$ cat src/rtl/spi_cs_router.sv
module spi_cs_router #(
  parameter int          ADDR_W  = 24,
  parameter int          OP_W    = 8,
  parameter logic [7:0]  READ_OP = 8'h03,
  parameter int          SYNC_N  = 2
) (
  input  logic              clk,
  input  logic              rst_n,
  input  logic              enable,
  input  logic [ADDR_W-1:0] arm_lo,
  input  logic [ADDR_W-1:0] arm_hi,
  input  logic [ADDR_W-1:0] rel_lo,
  input  logic [ADDR_W-1:0] rel_hi,
  input  logic              host_sck,
  input  logic              host_cs_n,
  input  logic              host_mosi,
  output logic              cs_pri_n,
  output logic              cs_sec_n
);
  localparam int FRAME_W = OP_W + ADDR_W;
  localparam int CNT_W   = $clog2(FRAME_W + 1);

  logic [SYNC_N-1:0]  sck_sync, cs_sync, mosi_sync;
  logic               sck_d;
  logic [FRAME_W-1:0] shreg;
  logic [CNT_W-1:0]   bit_cnt;
  logic               pend_v, pend_sec, route_q;

  always_ff @(posedge clk or negedge rst_n) begin
    if (!rst_n) begin
      sck_sync  <= '0;
      cs_sync   <= '1;
      mosi_sync <= '0;
      sck_d     <= 1'b0;
    end else begin
      sck_sync  <= {sck_sync[SYNC_N-2:0], host_sck};
      cs_sync   <= {cs_sync[SYNC_N-2:0], host_cs_n};
      mosi_sync <= {mosi_sync[SYNC_N-2:0], host_mosi};
      sck_d     <= sck_sync[SYNC_N-1];
    end
  end

  wire cs_idle  = cs_sync[SYNC_N-1];
  wire sck_rise = sck_sync[SYNC_N-1] & ~sck_d;
  wire [FRAME_W-1:0] shnext = {shreg[FRAME_W-2:0], mosi_sync[SYNC_N-1]};
  wire [OP_W-1:0]    op     = shnext[FRAME_W-1 -: OP_W];
  wire [ADDR_W-1:0]  addr   = shnext[ADDR_W-1:0];
  wire frame_done = ~cs_idle & sck_rise & (bit_cnt == CNT_W'(FRAME_W - 1));
  wire is_read    = (op == OP_W'(READ_OP));
  wire hit_arm    = (addr >= arm_lo) && (addr <= arm_hi);
  wire hit_rel    = (addr >= rel_lo) && (addr <= rel_hi);

  always_ff @(posedge clk or negedge rst_n) begin
    if (!rst_n) begin
      shreg   <= '0;
      bit_cnt <= '0;
    end else if (cs_idle) begin
      bit_cnt <= '0;
    end else if (sck_rise && bit_cnt != CNT_W'(FRAME_W)) begin
      shreg   <= shnext;
      bit_cnt <= bit_cnt + 1'b1;
    end
  end

  always_ff @(posedge clk or negedge rst_n) begin
    if (!rst_n) begin
      pend_v   <= 1'b0;
      pend_sec <= 1'b0;
      route_q  <= 1'b0;
    end else if (!enable) begin
      pend_v   <= 1'b0;
      pend_sec <= 1'b0;
      route_q  <= 1'b0;
    end else if (frame_done && is_read && (hit_arm || hit_rel)) begin
      pend_v   <= 1'b1;
      pend_sec <= ~hit_rel;
    end else if (pend_v && cs_idle && host_cs_n) begin
      route_q  <= pend_sec;
      pend_v   <= 1'b0;
    end
  end

  wire sel_sec = route_q & enable;
  assign cs_pri_n = host_cs_n | sel_sec;
  assign cs_sec_n = host_cs_n | ~sel_sec;
endmodule

$ cat config.mk
export PLATFORM = sky130hd
export DESIGN_NAME = spi_cs_router
export DESIGN_NICKNAME = d
export VERILOG_FILES = /design/src/rtl/spi_cs_router.sv
export SDC_FILE = /design/constraint.sdc
export NUM_CORES = 1
export LEC_CHECK = 0
export ABC_AREA = 1
export BUFFER_PORTS_ARGS = -buffer_cell sky130_fd_sc_hd__buf_2
export CAP_MARGIN = 30
export CELL_PAD_IN_SITES_DETAIL_PLACEMENT = 0
export CELL_PAD_IN_SITES_GLOBAL_PLACEMENT = 2
export CORE_UTILIZATION = 27
export DETAILED_ROUTE_END_ITERATION = 7
export HOLD_SLACK_MARGIN = 0.03
export PLACE_DENSITY_LB_ADDON = 0.1
export SYNTH_ARGS = -nofsm -noshare
export SYNTH_HDL_FRONTEND = slang
export SYNTH_SLANG_ARGS = --single-unit
$ cat constraint.sdc
create_clock -name clk -period 1.7 [get_ports clk]
set_clock_uncertainty 0.1 [all_clocks]
set_input_delay 0.085 -clock clk [delete_from_list [all_inputs] [get_ports clk]]
set_output_delay 0.085 -clock clk [all_outputs]
set_load 0.01 [all_outputs]
Word-level counts from Yosys, hierarchy flattened:

Index checks and enable logic that the tools add are counted.

* word-level logic and storage cells: 52
* output and inout bits: 2
* bits in registers: 47
* ROM bits: 0
* memories kept: 0
* RAM bits: 0
* latch bits: 0

* bitwise gates (word level): 10
* order comparisons: 4
* reductions and logical operators: 11
* equality and inequality tests: 7
* div/mod/pow operators: 0
* multiply operators: 0
* $add $sub $neg: 1
* shift-type cells: 0
* mux-type cells: 10

Operators with widths (count)
* greater-or-equal comparator 24 bit: 2
* less-or-equal comparator 24 bit: 2
* 2-to-1 mux 6 bit: 2
* == test 8 x 2 -> 1 bit, second input constant: 1
* 2-to-1 mux 1 bit: 8
* logical AND 1 bit: 7
* adder 6 x 1 -> 6 bit, second input constant: 1
* == test 6 x 5 -> 1 bit, second input constant: 1
* != test 6 bit, second input constant: 1
* AND 1 bit: 4
* != test 2 x 1 -> 1 bit, second input constant: 2
* NOT 1 bit: 4
* AND reduction 2 bit: 2
* != test 3 x 1 -> 1 bit, second input constant: 1
* != test 2 bit, second input constant: 1
* bitwise OR 1 bit: 2
* nonzero test 2 bit: 1
* logical OR 1 bit: 1

Logic depth before layout (Yosys ltp):

* word-level depth: 8
* gate-level depth with buffers: 17
* depth with buffers taken out: 17

Worst setup path after synthesis:

OpenSTA, ideal clock, no wires.

* kind: register to register
* start point: reg shreg[22]
* end point: reg pend_sec
* required time: 1483 ps
* slack: -43 ps
* period minus slack after synthesis: 1743 ps
* arrival: 1525 ps
* cell stages (with the launch flop): 13
* cell sequence: dfrtp_1 -> ha_1 -> nand2_2 -> nor2_4 -> nand4_2 -> nor2_2 -> nand4_1 -> nand2_1 -> nand2_1 -> nand2_2 -> nand2_2 -> nand2_1 -> nand2_1

* cells in the longest elaborated chain, start to end: 5
* elaborated cells between the ends (all ways): 12
* those cells by class: order compare: 4; eq/ne: 1; mux: 2; bitwise: 1; reduce/logical: 4

Ends and longest elaborated chain
* start: declaration: RTL line 25 `logic [FRAME_W-1:0] shreg;`
* start signal: assignment: RTL line 60 `shreg <= shnext;`
* greater-or-equal comparator 24 bit, or another cell as far along: RTL line 50 `wire hit_arm = (addr >= arm_lo) && (addr <= arm_hi);`
* logical AND 1 bit (on tied branches): RTL line 50, 51
* logical OR 1 bit or NOT 1 bit (tied branches): RTL line 74, 76
* logical AND 1 bit or 2-to-1 mux 1 bit (tied branches): RTL line 74 `end else if (frame_done && is_read && (hit_arm || hit_rel)) begin`
* != test 2 x 1 -> 1 bit (no line) or 2-to-1 mux 1 bit (tied branches)
* end signal: assignment: RTL line 76 `pend_sec <= ~hit_rel;`
* end: declaration: RTL line 27 `logic pend_v, pend_sec, route_q;`

Parallel ways exist; a longest one is shown, timed or not. The select of a mux whose other input is x is not followed.
A chain may end at the register's enable or synchronous reset.

Worst setup path in the final report:

Same ends and word-level chain as after synthesis.

==> qor.yml <==
run_status: "finished, violations left"
violations: "setup timing"
clk_latency_ps: 280
dieWidth_um: 130
clkTransAtPathRegs_ps: 70
post_synthesis_sequential_element_count: 47
max-slew-margin-rel_pct: 68.4
die_y_um: 130
first_global_vias: 4094
timing.max_cap.violations: 0
final_setup_fails: 2
routed_wl_um: 12600
cellPowerDensity_nw_per_um2: 554
post_synth_and_or_nand_nor_area_fraction_pct: 20.5
critical_path_peak_fanout: 5
place_congestion: 0.831
post_synth_fa_ha_maj_area_fraction_pct: 27.5
route.antenna.remaining_nets: 0
largest_family_of_logic_cells_by_synthesized_area: "adder cells"
placement.setup.worst_slack_ps: -421
drt_first_pass_iters: 6
instances_no_fill: 982
synth.yosys.warnings: 0
critPathLaunchType: "register"
final_area_um2: 6290
timing.final.hold_violations: 0
final_util_pct: 39.3
hpwlAfterDp_um: 9920
post_drt_wl_per_cell_um: 12.8
cts_inserted_buffers: 5
number_of_rows_created_at_floorplan: 46
htree_levels: 2
grt_setup_unrepaired: "yes"
final_critical_path_setup_slack_ps: -256
clock-sinks: 47
area_growth_syn_to_layout_pct: 41.1
cpPeakStageDelay_ps: 500
ctsRootBufferMaster: "sky130_fd_sc_hd__clkbuf_16"
max_freq_mhz: 511
classification_of_the_worst_slack_hold_path: "input pin to async pin"
finalCriticalPeriod_ps: 1960
num-nets-final: 965
top_level_ports: 104
route.vias.total: 4216
tritoncts_clock_tree: "done"
setup_total_negative_slack_ps: -500
finalMaxSlewViolations: 0
yosys-mux-area-fraction_pct: 0
synth_compound_area_share_pct: 11.3
largest_net_degree_at_the_start_of_global_routing: 31
total_inserted_antenna_cells: 0
seq_area_frac_synth_pct: 26.4
crit_arrival_ps: 2040
numPortBuffers: 103
worstPathCellList: "ha_4, nand2_4, nor2_4, nand4_4, nor2_4, nand4_1, nand2_2, nand2_2, nand2_2, nand2_2, nand2_1, nand2_1"
syn_inst: 618
overall_track_demand_over_capacity_in_global_routing_pct: 14.9
grt_antenna_before_repair: 0
fill_cells: 1727
crit_top_cell: "sky130_fd_sc_hd__nand2_2"
critical_path.slowest_cell: "sky130_fd_sc_hd__dfrtp_2"
synthesis.area_per_instance_um2: 7.21
cts.path.max_buffers: 2
worst_ep_required_time_ps: 1780
synthesis.area_um2: 4460
placement.cell_area_um2: 5460
ys_types: 28
die-area_um2: 17000
core_um2: 16000
setup.worst_path.class: "register to register"
layout-drive-gt1-share_pct: 32.2
hold-worst-slack_ps: 194
grt_first_pass_wirelength_um: 19800
layout_worst_path_cycle_share_pct: 115
synth-xor-area-share_pct: 0.589
timing.critical_path.to_type: "register"
synthesis.nets: 818
grt_overflow_total: 0
p_total_mw: 3.49
drc: 0
pleak_nw: 3.60
placed_cells: 956
via_density_per_instance: 4.29
initial_core_utilization_pct: 27.9
tightest_slew_ps: 474
peakVddDrop_v: 0.000383
initialDrtViolationCount: 89
## state kept, by name, summed over array words and instances, names as in the netlist
signal     count
sck_d          1
bit_cnt        6
pend_sec       1
mosi_sync      2
cs_sync        2
pend_v         1
sck_sync       2
shreg         31
route_q        1
## cell usage in the layout (no fill, tap or decap), drive strengths merged, types with 2 or more instances in the layout
master,count
clkbuf,9
nand2,163
nor3,3
inv,152
dlygate4sd3,5
a21o,4
nand3,10
o21ai,38
a21oi,40
buf,138
nand4,9
ha,98
o22ai,2
xor2,2
o21a,3
nor2,33
clkinv,2
dfstp,2
dfrtp,45
nor4,2
o21bai,3
## routing by layer
metal | vias to the layer above | GRT usage, % | part of all wire [%]
li1 | 2248 | - | -
met1 | 1888 | 20.8 | 50
met2 | 74 | 25.0 | 46
met3 | 6 | 1.34 | 2.9
met4 | 0 | 3.04 | 1.1
met5 | - | 0 | 0
## cells in the mapped netlist
library cell	instances	area, um^2
sky130_fd_sc_hd__nand2_1	159	597
sky130_fd_sc_hd__inv_1	151	567
sky130_fd_sc_hd__ha_1	98	1230
sky130_fd_sc_hd__dfrtp_1	45	1130
sky130_fd_sc_hd__a21oi_1	39	195
sky130_fd_sc_hd__o21ai_1	31	155
sky130_fd_sc_hd__nor2_1	29	109
sky130_fd_sc_hd__nand3_1	10	50.1
sky130_fd_sc_hd__nand4_1	7	43.8
sky130_fd_sc_hd__o21ai_0	7	35.0
sky130_fd_sc_hd__a21o_1	4	30.0
sky130_fd_sc_hd__nand2_2	4	25.0
sky130_fd_sc_hd__buf_2	3	15.0
sky130_fd_sc_hd__buf_4	3	22.5
sky130_fd_sc_hd__nor3_1	3	15.0
sky130_fd_sc_hd__o21a_1	3	22.5
sky130_fd_sc_hd__o21bai_1	3	22.5
sky130_fd_sc_hd__dfstp_2	2	52.6
sky130_fd_sc_hd__inv_2	2	7.51
sky130_fd_sc_hd__nand4_2	2	25.0
sky130_fd_sc_hd__nor2_2	2	12.5
sky130_fd_sc_hd__nor2_4	2	22.5
sky130_fd_sc_hd__nor4_1	2	12.5
sky130_fd_sc_hd__o22ai_1	2	12.5
sky130_fd_sc_hd__xor2_1	2	17.5
sky130_fd_sc_hd__a21oi_2	1	8.76
sky130_fd_sc_hd__o31ai_4	1	21.3
sky130_fd_sc_hd__xnor2_1	1	8.76
## worst paths after layout
check / slack (ps) / startpoint / end / depth (start not counted)
max reg2reg: -260 / shreg[22] / pend_sec / 12
min reg2reg: 260 / sck_sync[0] / sck_sync[1] / 0
max: -260 / shreg[22] / pend_sec / 12
min in group clk: 260 / sck_sync[0] / sck_sync[1] / 0
max in group asynchronous: 700 / rst_n / cs_sync[0] / 3
min: 190 / rst_n / shreg[21] / 2
## where the power goes
| group | switching (mW) | leakage [nW] | internal [mW] |
|---|---|---|---|
| Clock | 0.418 | 0.0868 | 0.732 |
| Combinational | 0.542 | 2.91 | 0.497 |
| Sequential | 0.114 | 0.606 | 1.18 |
| Total | 1.07 | 3.60 | 2.41 |
## timing repair
| action | in CTS | in global routing |
|---|---|---|
| setup endpoints to repair | 2 | 29 |
| hold buffers | 5 | 0 |
| gates resized for setup | 29 | 69 |
| hold endpoints to repair | 21 | 0 |
| buffers inserted | 2 | 7 |
| pin swaps | 25 | 34 |
| gates cloned | 0 | 4 |
## final cells by class
class	count	area, um^2	share of cell area, %
clock buffers	6	139	2.21
clock inverters	2	35.0	0.557
inverters	153	579	9.21
multi-input cells	412	3100	49.2
flip-flops and latches	47	1200	19.1
well taps	216	270	4.30
repair buffers	146	972	15.5
## kinds of logic after synthesis
kind of cell / after synthesis
flops: 47
xor+xnor: 3
fa+ha+maj: 98
simple gates: 220
compound gates: 91
buf+inv: 159
## critical path, delay by kind of cell, from the launching register on
kind	cells	cell delay, ps
adders and majority gates	1	320
and+or+nand+nor	11	930
DFF	1	500
No activity file was read; power rests on OpenSTA's default activity.
